File: config.mk
export PLATFORM = sky130hd
export DESIGN_NAME = wp_cmd_gate
export DESIGN_NICKNAME = d
export VERILOG_FILES = /design/src/rtl/wp_cmd_pkg.sv /design/src/rtl/wp_seq_match.sv /design/src/rtl/wp_policy.sv /design/src/rtl/wp_cmd_gate.sv
export SDC_FILE = /design/constraint.sdc
export NUM_CORES = 1
export LEC_CHECK = 0
export BUFFER_PORTS_ARGS = -buffer_cell sky130_fd_sc_hd__buf_2
export CORE_MARGIN = 4
export CORE_UTILIZATION = 45
export CTS_CLUSTER_SIZE = 30
export DETAILED_ROUTE_END_ITERATION = 16
export GPL_TIMING_DRIVEN = 0
export PLACE_DENSITY = 0.74
export SYNTH_ARGS = -nofsm -noshare
export SYNTH_HDL_FRONTEND = slang
export SYNTH_SLANG_ARGS = --single-unit
File: constraint.sdc
create_clock -name clk -period 2.6 [get_ports clk]
set_clock_uncertainty 0.2 [all_clocks]
set_input_delay 0 -clock clk [delete_from_list [all_inputs] [get_ports clk]]
set_output_delay 0 -clock clk [all_outputs]
set_load 0.02 [all_outputs]
File: src/rtl/wp_cmd_pkg.sv
package wp_cmd_pkg;
   localparam int DEF_AW = 17;
   localparam int DEF_DW = 8;

   // Step k occupies slot k, slot 0 in the least significant position.
   localparam logic [3*DEF_AW-1:0] DEF_ARM_ADDR = {17'h05555, 17'h02AAA, 17'h05555};
   localparam logic [3*DEF_DW-1:0] DEF_ARM_DATA = {8'hA0, 8'h55, 8'hAA};
   localparam logic [6*DEF_AW-1:0] DEF_DIS_ADDR = {17'h05555, 17'h02AAA, 17'h05555,
                                                  17'h05555, 17'h02AAA, 17'h05555};
   localparam logic [6*DEF_DW-1:0] DEF_DIS_DATA = {8'h20, 8'h55, 8'hAA,
                                                  8'h80, 8'h55, 8'hAA};

   typedef struct packed {
      logic vld;
      logic grant;
      logic dummy;
   } wp_dec_t;
endpackage

File: src/rtl/wp_seq_match.sv
module wp_seq_match #(
   parameter int AW = 17,
   parameter int DW = 8,
   parameter int LEN = 3,
   parameter logic [LEN*AW-1:0] ADDRS = '0,
   parameter logic [LEN*DW-1:0] DATAS = '0
) (
   input  logic          clk,
   input  logic          rst_n,
   input  logic          stb_i,
   input  logic [AW-1:0] addr_i,
   input  logic [DW-1:0] data_i,
   input  logic          win_end_i,
   input  logic          clr_i,
   output logic          hit_o,
   output logic          done_o
);
   localparam int IW = (LEN > 1) ? $clog2(LEN) : 1;

   if (LEN < 1) begin : g_bad_len
      $error("wp_seq_match: LEN must be at least 1");
   end

   logic [AW-1:0] slot_a [LEN];
   logic [DW-1:0] slot_d [LEN];

   for (genvar k = 0; k < LEN; k++) begin : g_slot
      assign slot_a[k] = ADDRS[k*AW +: AW];
      assign slot_d[k] = DATAS[k*DW +: DW];
   end

   if (LEN == 1) begin : g_single
      // One-write command: no progress register needed.
      assign hit_o  = stb_i && (addr_i == slot_a[0]) && (data_i == slot_d[0]);
      assign done_o = hit_o;
   end else begin : g_multi
      logic [IW-1:0] idx_q;
      logic [IW-1:0] eff;

      // A window end in the same cycle restarts matching at step 0.
      assign eff    = win_end_i ? '0 : idx_q;
      assign hit_o  = stb_i && (addr_i == slot_a[eff]) && (data_i == slot_d[eff]);
      assign done_o = hit_o && (eff == IW'(LEN - 1));

      always_ff @(posedge clk) begin
         if (!rst_n) begin
            idx_q <= '0;
         end else if (clr_i) begin
            idx_q <= '0;
         end else if (stb_i) begin
            idx_q <= (hit_o && !done_o) ? eff + IW'(1) : '0;
         end else if (win_end_i) begin
            idx_q <= '0;
         end
      end

      a_r8_miss_restarts : assert property (@(posedge clk) disable iff (!rst_n)
         (stb_i && !hit_o) |=> (idx_q == '0));

      a_r9_window_clears : assert property (@(posedge clk) disable iff (!rst_n)
         (win_end_i && !stb_i) |=> (idx_q == '0));

      a_r3_index_in_range : assert property (@(posedge clk) disable iff (!rst_n)
         idx_q < IW'(LEN));
   end
endmodule

File: src/rtl/wp_policy.sv
module wp_policy
   import wp_cmd_pkg::*;
#(
   parameter bit UNLOCK_ON_DISARM = 1'b1
) (
   input  logic    clk,
   input  logic    rst_n,
   input  logic    stb_i,
   input  logic    arm_hit_i,
   input  logic    arm_done_i,
   input  logic    dis_hit_i,
   input  logic    dis_done_i,
   input  logic    win_end_i,
   input  logic    prog_done_i,
   output wp_dec_t dec_o,
   output logic    prot_o
);
   logic    prot_q, pend_arm_q, pend_dis_q, unlock_q;
   logic    unlock_eff, ordinary, seq_done;
   wp_dec_t dec_n, dec_q;

   assign unlock_eff = unlock_q && !win_end_i;
   assign ordinary   = stb_i && !arm_hit_i && !dis_hit_i;

   if (UNLOCK_ON_DISARM) begin : g_unlock_both
      assign seq_done = arm_done_i || dis_done_i;
   end else begin : g_unlock_arm
      assign seq_done = arm_done_i;
   end

   always_comb begin
      dec_n.vld   = stb_i;
      dec_n.grant = ordinary && (!prot_q || unlock_eff);
      dec_n.dummy = ordinary && prot_q && !unlock_eff;
   end

   always_ff @(posedge clk) begin
      if (!rst_n) begin
         prot_q     <= 1'b0;
         pend_arm_q <= 1'b0;
         pend_dis_q <= 1'b0;
         unlock_q   <= 1'b0;
         dec_q      <= '0;
      end else begin
         dec_q <= dec_n;

         if (seq_done)       unlock_q <= 1'b1;
         else if (win_end_i) unlock_q <= 1'b0;

         if (prog_done_i) begin
            if (pend_arm_q)      prot_q <= 1'b1;
            else if (pend_dis_q) prot_q <= 1'b0;
         end

         if (arm_done_i) begin
            pend_arm_q <= 1'b1;
            pend_dis_q <= 1'b0;
         end else if (dis_done_i) begin
            pend_arm_q <= 1'b0;
            pend_dis_q <= 1'b1;
         end else if (prog_done_i) begin
            pend_arm_q <= 1'b0;
            pend_dis_q <= 1'b0;
         end
      end
   end

   assign dec_o  = dec_q;
   assign prot_o = prot_q;

   a_r2_one_decision_per_strobe : assert property (@(posedge clk) disable iff (!rst_n)
      stb_i |=> dec_q.vld);

   a_r2_no_spurious_decision : assert property (@(posedge clk) disable iff (!rst_n)
      !stb_i |=> !dec_q.vld);

   a_r5_grant_dummy_exclusive : assert property (@(posedge clk) disable iff (!rst_n)
      !(dec_q.grant && dec_q.dummy));

   a_r11_prot_moves_on_prog_only : assert property (@(posedge clk) disable iff (!rst_n)
      !prog_done_i |=> $stable(prot_q));

   a_r12_idle_prog_keeps_prot : assert property (@(posedge clk) disable iff (!rst_n)
      (prog_done_i && !pend_arm_q && !pend_dis_q) |=> $stable(prot_q));
endmodule

File: src/rtl/wp_cmd_gate.sv
module wp_cmd_gate
   import wp_cmd_pkg::*;
#(
   parameter int AW = DEF_AW,
   parameter int DW = DEF_DW,
   parameter int ARM_LEN = 3,
   parameter int DIS_LEN = 6,
   parameter logic [ARM_LEN*AW-1:0] ARM_ADDR = DEF_ARM_ADDR,
   parameter logic [ARM_LEN*DW-1:0] ARM_DATA = DEF_ARM_DATA,
   parameter logic [DIS_LEN*AW-1:0] DIS_ADDR = DEF_DIS_ADDR,
   parameter logic [DIS_LEN*DW-1:0] DIS_DATA = DEF_DIS_DATA,
   parameter bit UNLOCK_ON_DISARM = 1'b1
) (
   input  logic          clk,
   input  logic          rst_n,
   input  logic          wr_stb_i,
   input  logic [AW-1:0] wr_addr_i,
   input  logic [DW-1:0] wr_data_i,
   input  logic          win_end_i,
   input  logic          prog_done_i,
   output logic          dec_vld_o,
   output logic          grant_o,
   output logic          dummy_o,
   output logic          prot_o
);
   if (AW < 1 || DW < 1) begin : g_bad_width
      $error("wp_cmd_gate: AW and DW must be positive");
   end
   if (ARM_LEN < 1 || DIS_LEN < 1) begin : g_bad_len
      $error("wp_cmd_gate: sequence lengths must be positive");
   end

   logic    arm_hit, arm_done, dis_hit, dis_done;
   wp_dec_t dec;

   wp_seq_match #(
      .AW(AW), .DW(DW), .LEN(ARM_LEN), .ADDRS(ARM_ADDR), .DATAS(ARM_DATA)
   ) u_arm (
      .clk(clk), .rst_n(rst_n), .stb_i(wr_stb_i), .addr_i(wr_addr_i),
      .data_i(wr_data_i), .win_end_i(win_end_i), .clr_i(dis_done),
      .hit_o(arm_hit), .done_o(arm_done)
   );

   wp_seq_match #(
      .AW(AW), .DW(DW), .LEN(DIS_LEN), .ADDRS(DIS_ADDR), .DATAS(DIS_DATA)
   ) u_dis (
      .clk(clk), .rst_n(rst_n), .stb_i(wr_stb_i), .addr_i(wr_addr_i),
      .data_i(wr_data_i), .win_end_i(win_end_i), .clr_i(arm_done),
      .hit_o(dis_hit), .done_o(dis_done)
   );

   wp_policy #(
      .UNLOCK_ON_DISARM(UNLOCK_ON_DISARM)
   ) u_pol (
      .clk(clk), .rst_n(rst_n), .stb_i(wr_stb_i),
      .arm_hit_i(arm_hit), .arm_done_i(arm_done),
      .dis_hit_i(dis_hit), .dis_done_i(dis_done),
      .win_end_i(win_end_i), .prog_done_i(prog_done_i),
      .dec_o(dec), .prot_o(prot_o)
   );

   assign dec_vld_o = dec.vld;
   assign grant_o   = dec.grant;
   assign dummy_o   = dec.dummy;

   a_r3_command_never_granted : assert property (@(posedge clk) disable iff (!rst_n)
      (arm_hit || dis_hit) |=> (!grant_o && !dummy_o));

   a_r5_dummy_only_when_protected : assert property (@(posedge clk) disable iff (!rst_n)
      dummy_o |-> $past(prot_o));
endmodule

# ---- Word level (Yosys, flattened, before mapping)
# Memory sizes are Yosys's and may differ from the RTL's.
# Index checks and enable logic that the tools add are counted.
# Widths: inputs -> output; s select.
dict set report word_totals {
  output_inout_bits 4
  regBits 12
  romBits 200
  inputBits 30
  memories 2
}
dict set report classes {
  n_reduce_logical 30
  n_addsub 2
  bitwise 3
  eq_ne 6
  order_cmp 2
  n_mux 24
}
# name depth width read_ports rd_clocked_by_memory_dff write_ports line_no
set mem_list {}
lappend mem_list {{(no name shown)} 8 17 1 0 0 wp_seq_match.sv:42} ;# assign hit_o = stb_i && (addr_i == slot_a[eff]) && (data_i == slot_d[eff]);
lappend mem_list {{(no name shown)} 8 8 1 0 0 wp_seq_match.sv:42}
# cell count
set ops {}
lappend ops {{$mux 17} 4}
lappend ops {{$bmux 17 s2} 1}
lappend ops {{$eq 17x17->1} 2}
lappend ops {{$mux 8} 4}
lappend ops {{$bmux 8 s2} 1}
lappend ops {{$eq 8x8->1} 2}
lappend ops {{$logic_and 1x1->1} 14}
lappend ops {{$mux 3} 3}
lappend ops {{$mux 1} 8}
lappend ops {{$logic_not 1->1} 7}
lappend ops {{$mux 2} 3}
lappend ops {{$reduce_bool 2->1} 3}
lappend ops {{$ge 4x4->1 const B} 1}
lappend ops {{$not 3->4} 1}
lappend ops {{$reduce_or 2->1} 2}
lappend ops {{$add 3x1->3 const B} 1}
lappend ops {{$eq 3x3->1 const B} 1}
lappend ops {{$ge 3x3->1 const B} 1}
lappend ops {{$not 2->3} 1}
lappend ops {{$reduce_bool 3->1} 1}
lappend ops {{$add 2x1->2 const B} 1}
lappend ops {{$eq 2x2->1 const B} 1}
lappend ops {{$logic_or 1x1->1} 2}
lappend ops {{$reduce_and 2->1} 1}
lappend ops {{$not 1->1} 1}

# ---- Depth between registers and ports, before layout
# Gate-level depths: netlist of the first run.
dict set report logic_depth {
  ltp_word 13
  depth_mapped 9
  ltp_nobuf 8
}

# ---- Hierarchy
# Synthesis of the first run repeated with hierarchy kept, for this count alone.
dict set report hier_totals {
  cells_unflattened 120
  hier_area_um2 1006.0
}
# module area_per_inst_um2 instances cells_per_inst
set modules_own_cells {}
lappend modules_own_cells {{wp_seq_match at u_dis} 421.7 1 54}
lappend modules_own_cells {{wp_seq_match at u_arm} 331.6 1 44}
lappend modules_own_cells {wp_policy 252.7 1 22}

# ---- Least setup slack after synthesis of the first run
# Ideal clock, no wire load.
dict set report synth_path {
  path_type {register -> register}
  startpoint {register u_arm.g_multi.idx_q[0]}
  endpoint {register u_dis.g_multi.idx_q[2]}
  path_stages_with_launch 9
  path_slack_ns 0.429
  arrival_time_ns 1.854
  n_path_buf 0
  period_less_slack_ns 2.171
  t_required_ns 2.282
  path_cell_list {dfxtp_1 nand2b_4 inv_1 ha_1 or4_1 a221oi_2 o221ai_2 or2_1 o2111a_1}
}
dict set report synth_between {
  elab_chain_cells 10
  elab_cells_between_ends 15
}
# element line_no
set synth_rtl {}
lappend synth_rtl {{from (decl)} wp_seq_match.sv:37} ;# logic [IW-1:0] idx_q;
lappend synth_rtl {{from (signal assigned)} wp_seq_match.sv:51} ;# idx_q <= (hit_o && !done_o) ? eff + IW'(1) : '0;
lappend synth_rtl {{$mux 2 *} -}
lappend synth_rtl {{$not 2->3 (not written as such)} wp_seq_match.sv:42}
lappend synth_rtl {{$bmux 17 s2} wp_seq_match.sv:42}
lappend synth_rtl {{$mux 17 (not written as such) (2 in a row)} wp_seq_match.sv:42}
lappend synth_rtl {{$eq 17x17->1} wp_seq_match.sv:42}
lappend synth_rtl {{$logic_and 1x1->1 (2 in a row)} wp_seq_match.sv:42}
lappend synth_rtl {{$logic_and 1x1->1 *} wp_seq_match.sv:43} ;# assign done_o = hit_o && (eff == IW'(LEN - 1));
lappend synth_rtl {{$reduce_or 2->1 (no source line) *} -}
lappend synth_rtl {{to (signal assigned)} wp_seq_match.sv:51}
lappend synth_rtl {{to (decl)} wp_seq_match.sv:37}
# Every way passes the cells marked *; elsewhere a longest branch is shown, timed or not. The select of a mux whose other input is x is not followed.
# A chain may end at the register's enable or synchronous reset.

# ---- Final worst setup path of the first run
dict set report layout_path {
  startpoint {input win_end_i}
  endpoint {register u_dis.g_multi.idx_q[2]}
}
dict set report layout_between {
  elab_chain_cells 13
  elab_cells_between_ends 34
}
# element line_no
set layout_rtl {}
lappend layout_rtl {{from (decl)} wp_cmd_gate.sv:19} ;# input logic win_end_i,
lappend layout_rtl {{$mux 3} -}
lappend layout_rtl {{$not 3->4 (not written as such)} wp_seq_match.sv:42}
lappend layout_rtl {{$mem_v2 8x17} -}
lappend layout_rtl {{$mux 17 (not written as such) (2 in a row)} wp_seq_match.sv:42}
lappend layout_rtl {{$eq 17x17->1} wp_seq_match.sv:42}
lappend layout_rtl {{$logic_and 1x1->1 (2 in a row)} wp_seq_match.sv:42}
lappend layout_rtl {{$logic_and 1x1->1} wp_seq_match.sv:43}
lappend layout_rtl {{$logic_not 1->1} wp_seq_match.sv:51}
lappend layout_rtl {{$logic_and 1x1->1} wp_seq_match.sv:51}
lappend layout_rtl {{$mux 3} wp_seq_match.sv:51}
lappend layout_rtl {{$mux 3} wp_seq_match.sv:50} ;# end else if (stb_i) begin
# Several ways; a longest one is shown, not always the timed one. The select of a mux whose other input is x is not followed.

==> out/qor.csv, run 1 <==
stage,metric,value,unit
worst_setup_path,CP required,2570,ps
global_route,number of global-route vias before repair,928,
synthesis,synthesized area per cell,8.84,um2
layout,Post-Layout Cell Count,173,
flow_run,Max Cap Viol,0,
global_route,largest net degree at the start of global routing,11,
clock_tree,cts bufs inserted,3,
synthesis,Async SR Flop Fraction,0,%
layout,sequential cell area,240,um2
floorplanning,Die Ht,53.4,um
detailed_routing,initial drt markers,14,
floorplanning,# rows,16,
layout,area of the multi-input gates,654,um2
layout,layout filler cell count,192,
layout,"most common cell after layout, fill and taps aside",buf_2,
worst_setup_path,critical-path cell list,"dlygate4sd3_1, buf_6, nand2b_4, inv_1, ha_1, or4_1, a221oi_2, o221ai_2, or2_1, o2111a_1",
power_and_ir_drop,Pleak,0.509,nW
status,status,completed,
power_and_ir_drop,maximum vdd drop,0.252,mV
synthesis,syn nets,139,
synthesis,Netlist Area Pre-Place,928,um2
sta,setup violation total in the final timing report,0,
synthesis,Post-Synth Simple-Gate Area,42.5,%
worst_setup_path,crit path max fanout,10,
sta,max-slew violations,0,
synthesis,Post-Synth Adder-Cell Area,5.39,%
floorplanning,Initial Utilization,47.3,%
global_route,total track usage,17.8,%
synthesis,most common flop cell mapped by yosys,dfxtp_1,
detailed_routing,post-route ant nets,0,
synthesis,Post-Synth XOR/XNOR Area,2.83,%
worst_setup_path,CP Launch Type,primary input,
floorplanning,Die W,53.4,um
worst_setup_path,Worst Setup End Kind,register,
sta,final hold violation count,0,
floorplanning,core area,1960,um2
place,Post-DP HPWL,1840,um
synthesis,Synth Register Bits,12,
clock_tree,TritonCTS clock tree,built,
layout,ant diodes,0,
min_path,Worst Hold Class,primary input to register,
place,IO Port Bufs,32,
synthesis,number of synthesized flops with an enable pin,0,
global_route,total grt overflow,0,
sta,setup total negative slack,0,ps
sta,Fmax,396,MHz
place,DP Cell Count,164,
place,Final Wtd Congestion,0.860,
sta,smallest hold slack,13.4,ps
place,DP Worst Slack,246,ps
synthesis,Synth Instances,105,
clock_tree,CTS max path bufs,2,
synthesis,mux cell area share after synthesis,1.21,%
detailed_routing,Vias/cell,5.62,
detailed_routing,WL/cell,13.2,um
worst_setup_path,max incr delay on CP,540,ps
clock_tree,CTS Root Cell,clkbuf_4,
worst_setup_path,flop-to-flop setup slack,220,ps
worst_setup_path,CP max-delay cell,dlygate4sd3_1,
layout,Final Cell Area,1210,um2
global_route,global-route wire length before repair,3710,um
detailed_routing,DRC Markers,0,
layout,most frequent cells in the layout,"buf_2, dfxtp_1, nor2_1",
sta,Final Critical Period,2520,ps
synthesis,Yosys cell types,47,
clock_tree,clock slew at reported path FFs,70,ps
clock_tree,clock sink total,12,
detailed_routing,Pre-antenna DRT Iters,4,
sta,worst slew pin tran,457,ps
synthesis,main combinational cell family by area after synthesis,simple AND/OR/NAND/NOR gates,
sta,final worst setup slack,77.9,ps
floorplanning,die footprint,2850,um2
power_and_ir_drop,Pwr per Cell Area,298,nW/um2
worst_setup_path,Setup CP Type,primary input to register,
worst_setup_path,Worst path top cell family by delay,simple AND/OR/NAND/NOR gates,
clock_tree,Clock Latency Late Sink,270,ps
floorplanning,I/O Pins,34,
clock_tree,H-tree depth,1,
sta,Rel. slew slack,69.1,%
worst_setup_path,Crit path arrival time,2490,ps
place,DP Area,1120,um2
detailed_routing,final wirelength,2290,um
synthesis,yosys warns,0,
sta,Tcrit/Tclk final,97.0,%
worst_setup_path,worst path bufs/invs,3,
layout,Nets,182,
detailed_routing,Vias,973,
layout,area overhead of the layout relative to synthesis,29.9,%
synthesis,"Seq/Total Area, Yosys",25.9,%
global_route,initial antenna violation count,0,
synthesis,Synth Area in Compound Gates,18.2,%
layout,share of layout cells above drive strength 1,36.3,%
==> layout make-up <==
class	instances	area share [%]
inverters	7	2.18
well taps	27	2.80
multi-input cells	85	54.3
plain buffers	1	0.934
flip-flops and latches	12	19.9
repair buffers	38	18.0
clock buffers	3	1.87
==> cells by family after synthesis <==
logic type,count (synthesis)
simple gates,58
compound gates,19
flops,12
buf+inv,8
fa+ha+maj,4
xor+xnor,3
mux,1
==> power by group <==
part / switching (W) / internal, W / total [W]
logic: 0.0000310 / 0.0000332 / 0.0000642
clock network: 0.0000558 / 0.0000536 / 0.000109
registers: 0.000000248 / 0.000185 / 0.000186
==> flip-flops by register name, summed over array words and instances, names as in the netlist <==
name                 cells
u_arm.g_multi.idx_q      2
u_pol.pend_dis_q         1
u_pol.prot_o             1
u_pol.pend_arm_q         1
u_dis.g_multi.idx_q      3
u_pol.unlock_q           1
u_pol.dec_o              3
==> through the flow <==
step                      utilization, %  power (W)
after detailed placement            57.2   0.000247
after global routing                61.5   0.000381
after global placement              57.2   0.000245
after floorplan                        -   0.000212
final                               61.5   0.000359
after CTS                           60.9   0.000364
==> Yosys cell counts, types with 2 or more instances <==
master	number	area share, %
a21oi_1	4	2.2
and3_1	2	1.3
or4_4	3	3.6
nor3b_1	4	3.2
or4_1	2	1.6
ha_1	4	5.4
or3_1	2	1.3
nor3_1	6	3.2
nand4_1	6	4.0
dfxtp_1	12	26
nand3_1	2	1.1
xnor2_1	2	1.9
inv_1	7	2.8
nand2b_1	5	3.4
nand2_1	4	1.6
nor2_1	9	3.6
==> path summary, 6_finish.rpt <==
| path | depth (start not counted) | startpoint | to |
|---|---|---|---|
| hold / removal | 5 | wr_data_i[0] | u_dis.g_multi.idx_q[1] |
| setup reg to reg | 8 | u_arm.g_multi.idx_q[0] | u_dis.g_multi.idx_q[2] |
| setup / recovery | 10 | win_end_i | u_dis.g_multi.idx_q[2] |
| hold reg to reg | 2 | u_pol.pend_dis_q | u_pol.pend_dis_q |
==> metal layers <==
metal	part of all wire (%)	GRT usage, %	up-vias	wire (um)
met2	51	29.4	24	1170
met4	0.70	8.51	0	16
li1	-	-	489	-
met3	3.7	4.79	2	85
met1	44	20.8	458	1020
met5	0	0	-	0
==> what timing repair did <==
item | CTS | global route
gates resized for setup | 0 | 1
hold endpoints to repair | 12 | 0
hold buffers | 5 | 0
buffers inserted | 0 | 1
endpoints found under the setup margin | 0 | 5
==> tightest hold or removal path, delay by kind of cell <==
family,cells,cell delay (ps)
AOI/OAI and AO/OA,2,200
and+or+nand+nor,2,140
buffers and inverters,1,90
Power figures use the tool's default switching activity.
==> run 2, diff against run 1 <==
- PLACE_DENSITY: 0.74 -> 0.73
- SYNTH_HIERARCHICAL: not set -> 1
==> run 2 against run 1 <==
Total power is 4.3% higher. Critical path type is now register to register. Largest power group unchanged. Combinational power is 22% higher. Hold slack better by 30 ps. Synthesized cell count up 14%. Maximum frequency rose by 2.5%. Largest cell class unchanged. First-iteration DRC count rose by 140%. Critical path depth is 1 lower. Final area rose by 14%. Sequential share of layout area decreased by 2.5 points.
==> out/qor.csv, run 2 <==
stage,metric,value,unit,change
floorplanning,Initial Utilization,49.3,%,was 47.3%
worst_setup_path,critical-path cell list,"nand2b_1, inv_2, ha_2, or4_4, a2111oi_4, o211ai_2, nor3_4, nand2b_4, a21oi_1",,"was dlygate4sd3_1, buf_6, nand2b_4, inv_1, ha_1, or4_1, a221oi_2, o221ai_2, or2_1, o2111a_1"
global_route,total grt overflow,0,,unchanged
sta,max-slew violations,0,,unchanged
sta,setup violation total in the final timing report,0,,unchanged
synthesis,"Seq/Total Area, Yosys",23.9,%,was 25.9%
synthesis,Async SR Flop Fraction,0,%,unchanged
synthesis,Netlist Area Pre-Place,1010,um2,was 928 um2
sta,Tcrit/Tclk final,94.7,%,was 97.0%
detailed_routing,DRC Markers,0,,unchanged
worst_setup_path,max incr delay on CP,430,ps,was 540 ps
floorplanning,# rows,16,,unchanged
place,IO Port Bufs,33,,was 32
layout,"most common cell after layout, fill and taps aside",buf_2,,unchanged
synthesis,Synth Register Bits,12,,unchanged
worst_setup_path,worst path bufs/invs,1,,was 3
min_path,Worst Hold Class,primary input to register,,unchanged
synthesis,yosys warns,6,,was 0
power_and_ir_drop,Pwr per Cell Area,272,nW/um2,was 298 nW/um2
synthesis,syn nets,154,,was 139
detailed_routing,post-route ant nets,0,,unchanged
synthesis,post-synth top area share,23.9,%,was 25.9%
worst_setup_path,CP required,2560,ps,was 2570 ps
floorplanning,die footprint,3060,um2,was 2850 um2
global_route,largest net degree at the start of global routing,11,,unchanged
clock_tree,cts bufs inserted,3,,unchanged
detailed_routing,Vias,1104,,was 973
global_route,global-route wire length before repair,4460,um,was 3710 um
power_and_ir_drop,Power Total,0.000374,W,was 0.000359 W
layout,Nets,201,,was 182
synthesis,Synth Instances,120,,was 105
worst_setup_path,Setup CP Type,register to register,,was primary input to register
floorplanning,Die Ht,55.3,um,was 53.4 um
synthesis,Commonest cells post-synth,"dfxtp_1, nand2_1, nand4_1, nand2b_1",,"was dfxtp_1, nor2_1, inv_1, nand4_1, nor3_1"
detailed_routing,Vias/cell,5.75,,was 5.62
power_and_ir_drop,maximum vdd drop,0.405,mV,was 0.252 mV
sta,final hold violation count,0,,unchanged
floorplanning,Die W,55.3,um,was 53.4 um
sta,smallest hold slack,43.0,ps,was 13.4 ps
clock_tree,clock sink total,12,,unchanged
sta,Fmax,406,MHz,was 396 MHz
synthesis,synthesized area per cell,8.38,um2,was 8.84 um2
status,status,completed,,unchanged
global_route,total track usage,17.7,%,was 17.8%
sta,worst slew pin tran,576,ps,was 457 ps
synthesis,number of synthesized flops with an enable pin,0,,unchanged
global_route,initial antenna violation count,0,,unchanged
worst_setup_path,CP Launch Type,register,,was primary input
worst_setup_path,Worst Setup End Kind,register,,unchanged
place,Final Wtd Congestion,0.784,,was 0.860
detailed_routing,initial drt markers,33,,was 14
layout,area overhead of the layout relative to synthesis,36.9,%,was 29.9%
layout,share of layout cells above drive strength 1,39.4,%,was 36.3%
layout,most frequent cells in the layout,"buf_2, dfxtp_1, nand2_1",,"was buf_2, dfxtp_1, nor2_1"
detailed_routing,Pre-antenna DRT Iters,4,,unchanged
floorplanning,core area,2040,um2,was 1960 um2
sta,Final Critical Period,2460,ps,was 2520 ps
synthesis,most common flop cell mapped by yosys,dfxtp_1,,unchanged
detailed_routing,WL/cell,14.5,um,was 13.2 um
synthesis,"area leader, netlist",dfxtp_1,,unchanged
clock_tree,CTS max path bufs,2,,unchanged
clock_tree,TritonCTS clock tree,built,,unchanged
floorplanning,I/O Pins,34,,unchanged
clock_tree,CTS Root Cell,clkbuf_4,,unchanged
global_route,number of global-route vias before repair,999,,was 928
place,Post-DP HPWL,2010,um,was 1840 um
worst_setup_path,CP max-delay cell,or4_4,,was dlygate4sd3_1
detailed_routing,final wirelength,2790,um,was 2290 um
clock_tree,clock slew at reported path FFs,70,ps,about the same
sta,Rel. slew slack,61.6,%,was 69.1%
sta,setup total negative slack,0,ps,unchanged
flow_run,Max Cap Viol,0,,unchanged
layout,ant diodes,0,,unchanged
synthesis,top post-synthesis cells by area,"dfxtp_1, nand4_1, ha_1",,"was dfxtp_1, ha_1, nand4_1"
worst_setup_path,Crit path arrival time,2420,ps,was 2490 ps
clock_tree,Clock Latency Late Sink,270,ps,about the same
worst_setup_path,crit path max fanout,5,,was 10
power_and_ir_drop,Pleak,0.573,nW,was 0.509 nW
synthesis,Yosys cell types,41,,was 47
clock_tree,H-tree depth,1,,unchanged
synthesis,top-count cell post-synth,dfxtp_1,,unchanged
worst_setup_path,Worst path top cell family by delay,simple AND/OR/NAND/NOR gates,,unchanged
[run 2: changes by cell type in the layout (fill, tap and decap cells not counted), sizes merged, moves of 3 or more]
cell   previous run  this run
mux2i             0         3
nor4              2         5
nor2              9         6
nor2b             1         4
nand2             4        10
[run 2: power by group]
part,internal (W),switching (W)
sequential,0.000185,0.000000330
combinational,0.0000351,0.0000431
clock,0.0000535,0.0000570
[run 2: kinds of logic after synthesis]
kind of cell	share of synthesized area [%]
AO/OA/AOI/OAI	17.5
XOR/XNOR	1.74
adder cells (fa/ha/maj)	4.98
buffers and inverters	2.24
flip-flops	23.9
multiplexers	2.99
AND/OR/NAND/NOR	46.6
[run 2: worst paths after layout]
kind	start	end	slack (ps)	cells past startpoint
setup / recovery	u_arm/g_multi.idx_q[0]	u_dis/g_multi.idx_q[0]	140	9
hold / removal	win_end_i	u_pol/unlock_q	40	3
setup reg to reg	u_arm/g_multi.idx_q[0]	u_dis/g_multi.idx_q[0]	140	9
hold reg to reg	u_pol/prot_o	u_pol/dec_o[1]	270	1
[run 2: final cells by class]
| type | count | area (um2) |
|---|---|---|
| multi-input combinational | 102 | 811 |
| fill | 182 | 664 |
| timing repair buffer | 42 | 248 |
| sequential | 12 | 240 |
| tap | 27 | 33.8 |
| clock buffer | 3 | 22.5 |
| inverter | 6 | 22.5 |
[run 2: routing by layer]
layer  vias up  part of all wire [%]  global-route usage (%)
li1        553                     -                       -
met4         0                  0.32                    4.17
met3         2                   4.7                    4.20
met1       518                    44                    23.0
met2        31                    51                    29.6
met5         -                     0                       0
[run 2: repair_timing]
item                                   CTS  global route
setup buffers                            2             1
hold buffers                             6             0
endpoints found under the hold margin   12             0
pin swaps                                3             6
resized for setup                        4             8
setup endpoints to repair                9            10
[run 2: stage by stage]
| stage | instances | instance area (um2) | setup slack, ps | util (%) |
|---|---|---|---|---|
| global placement | 180 | 1210 | -146 | 59.3 |
| CTS | 191 | 1320 | 32.6 | 64.6 |
| detailed placement | 180 | 1210 | -178 | 59.3 |
| finish | 192 | 1380 | 139 | 67.5 |
| floorplan | 120 | 1010 | 50.0 | - |
| global route | 192 | 1380 | -25.8 | 67.5 |
[run 2: worst reg2reg max path, delay by kind of cell (launching register included)]
family	cells	cell delay [ps]
buffers and inverters	1	70
adder cells (fa/ha/maj)	1	200
AND/OR/NAND/NOR	4	990
AO/OA/AOI/OAI	3	590
flip-flops	1	310
==> run 3, diff against run 2 <==
- RECOVER_POWER: not set -> 50
==> run 3 against run 2 <==
Routed wire length is the same. Flip-flop and latch count is the same. Clock power is essentially flat. Hold slack lost 2.0 ps. Total power is essentially flat. Non-clock buffer count is the same. Core utilization shrank 0.31 points. Worst setup slack lost 4.2 ps. Register-to-register slack is essentially flat. Combinational power shrank 0.8%. Die area is the same. Maximum frequency shrank 0.17%. Largest cell class unchanged.
==> out/qor.csv, run 3 (synthesis gave the netlist of run 2 again) <==
stage,metric,value,unit,change
status,status,completed,,unchanged
floorplanning,Initial Utilization,49.3,%,unchanged
layout,area overhead of the layout relative to synthesis,36.3,%,was 36.9%
global_route,global-route wire length before repair,4460,um,unchanged
worst_setup_path,crit path max fanout,5,,unchanged
global_route,initial antenna violation count,0,,unchanged
clock_tree,clock slew at reported path FFs,70,ps,about the same
sta,Fmax,406,MHz,about the same
layout,"most common cell after layout, fill and taps aside",buf_2,,unchanged
layout,most frequent cells in the layout,"buf_2, dfxtp_1, nand2_1",,unchanged
detailed_routing,WL/cell,14.5,um,unchanged
place,Post-DP HPWL,2010,um,unchanged
clock_tree,CTS Root Cell,clkbuf_4,,unchanged
global_route,total grt overflow,0,,unchanged
floorplanning,core area,2040,um2,unchanged
global_route,largest net degree at the start of global routing,11,,unchanged
worst_setup_path,CP required,2560,ps,about the same
floorplanning,Die W,55.3,um,unchanged
power_and_ir_drop,Pwr per Cell Area,273,nW/um2,was 272 nW/um2
layout,Nets,201,,unchanged
clock_tree,CTS max path bufs,2,,unchanged
clock_tree,Clock Latency Late Sink,270,ps,about the same
clock_tree,H-tree depth,1,,unchanged
clock_tree,TritonCTS clock tree,built,,unchanged
floorplanning,die footprint,3060,um2,unchanged
sta,Final Critical Period,2470,ps,was 2460 ps
sta,Tcrit/Tclk final,94.8,%,was 94.7%
global_route,total track usage,17.7,%,unchanged
worst_setup_path,max incr delay on CP,430,ps,about the same
worst_setup_path,CP max-delay cell,or4_4,,unchanged
sta,worst slew pin tran,576,ps,unchanged
worst_setup_path,worst path bufs/invs,1,,unchanged
power_and_ir_drop,maximum vdd drop,0.408,mV,was 0.405 mV
clock_tree,cts bufs inserted,3,,unchanged
worst_setup_path,r2r endpoint,u_dis/g_multi.idx_q[0],,unchanged
detailed_routing,Vias/cell,5.72,,was 5.75
floorplanning,I/O Pins,34,,unchanged
worst_setup_path,critical-path cell list,"nand2b_1, inv_2, ha_2, or4_4, a2111oi_4, o211ai_2, nor3_4, nand2b_4, a21oi_1",,unchanged
worst_setup_path,Critical Path Source,u_arm/g_multi.idx_q[0],,unchanged
detailed_routing,Pre-antenna DRT Iters,4,,unchanged
place,Final Wtd Congestion,0.784,,unchanged
worst_setup_path,Crit path arrival time,2420,ps,about the same
worst_setup_path,CP Launch Type,register,,unchanged
floorplanning,# rows,16,,unchanged
sta,max-slew violations,0,,unchanged
sta,Rel. slew slack,61.6,%,unchanged
sta,setup violation total in the final timing report,0,,unchanged
worst_setup_path,Worst path top cell family by delay,simple AND/OR/NAND/NOR gates,,unchanged
global_route,number of global-route vias before repair,999,,unchanged
worst_setup_path,flop-to-flop setup slack,130,ps,was 140 ps
place,IO Port Bufs,33,,unchanged
worst_setup_path,Reg2Reg Depth,9,,unchanged
power_and_ir_drop,Pleak,0.554,nW,was 0.573 nW
layout,"Core Util, Final",67.2,%,was 67.5%
layout,layout filler cell count,184,,was 182
worst_setup_path,CP Capture Point,u_dis/g_multi.idx_q[0],,unchanged
place,DP Cell Count,180,,unchanged
detailed_routing,post-route ant nets,0,,unchanged
clock_tree,clock sink total,12,,unchanged
layout,Post-Layout Cell Count,192,,unchanged
detailed_routing,Vias,1098,,was 1104
min_path,Worst Hold Class,primary input to register,,unchanged
worst_setup_path,Worst Setup End Kind,register,,unchanged
layout,ant diodes,0,,unchanged
worst_setup_path,cell depth of the worst setup path,9,,unchanged
layout,share of layout cells above drive strength 1,36.4,%,was 39.4%
floorplanning,Die Ht,55.3,um,unchanged
detailed_routing,final wirelength,2790,um,unchanged
flow_run,Max Cap Viol,0,,unchanged
detailed_routing,initial drt markers,36,,was 33
sta,final hold violation count,0,,unchanged
detailed_routing,DRC Markers,0,,unchanged
worst_setup_path,R2R Path Start,u_arm/g_multi.idx_q[0],,unchanged
worst_setup_path,Setup CP Type,register to register,,unchanged
run 3: cell types whose count changed in the layout (fill, tap and decap cells not counted), sizes merged:
| cell | change |
|---|---|
| clkbuf | +5 |
| buf | -5 |
run 3: power breakdown:
part / switching (W) / internal (W)
clock network: 0.0000575 / 0.0000536
logic: 0.0000433 / 0.0000345
registers: 0.000000375 / 0.000185
total: 0.000101 / 0.000273
run 3: timing repair:
item / CTS / global route
setup endpoints to repair: 9 / 10
hold buffers: 6 / 0
setup buffers: 2 / 1
endpoints found under the hold margin: 12 / 0
pin swaps: 3 / 6
gates resized for setup: 4 / 8
run 3: metal layers:
metal / GRT usage, % / vias up / share of wire (%)
li1: - / 553 / -
met1: 23.0 / 508 / 44
met2: 29.6 / 33 / 51
met3: 4.20 / 4 / 4.9
met4: 4.17 / 0 / 0.61
met5: 0 / - / 0
run 3: area by class of cell:
class                   count  area [um2]  share of cell area [%]
multi-input cells         102         811                    59.1
repair buffers             42         241                    17.6
flip-flops and latches     12         240                    17.5
well taps                  27        33.8                    2.46
clock buffers               3        22.5                    1.64
inverters                   6        22.5                    1.64
run 3: through the flow:
stage	setup TNS, ps	setup slack [ps]	power, W	instance area, um2	hold WS, ps
2_1_floorplan	0	50.0	0.000212	1010	-127
3_3_place_gp	-494	-146	0.000254	1210	110
3_5_place_dp	-770	-178	0.000257	1210	120
4_1_cts	0	32.6	0.000372	1320	1.90
5_1_grt	-25.8	-25.8	0.000402	1370	38.6
6_report	0	135	0.000374	1370	40.9
run 3: how the worst min path moves through the flow:
stage	startpoint	endpoint	slack [ps]	cells past startpoint
3_3_place_gp	win_end_i	u_dis/g_multi.idx_q[2]	110	2
4_1_cts	win_end_i	u_pol/unlock_q	2	3
2_1_floorplan	win_end_i	u_dis/g_multi.idx_q[2]	-130	1
5_1_grt	win_end_i	u_pol/unlock_q	40	3
6_report	win_end_i	u_pol/unlock_q	40	3
3_5_place_dp	rst_n	u_pol/pend_arm_q	120	2
run 3: tightest hold or removal path: stages:
cell     delay [ps]
buf_2           170
nor2b_1         180
o31a_2          140
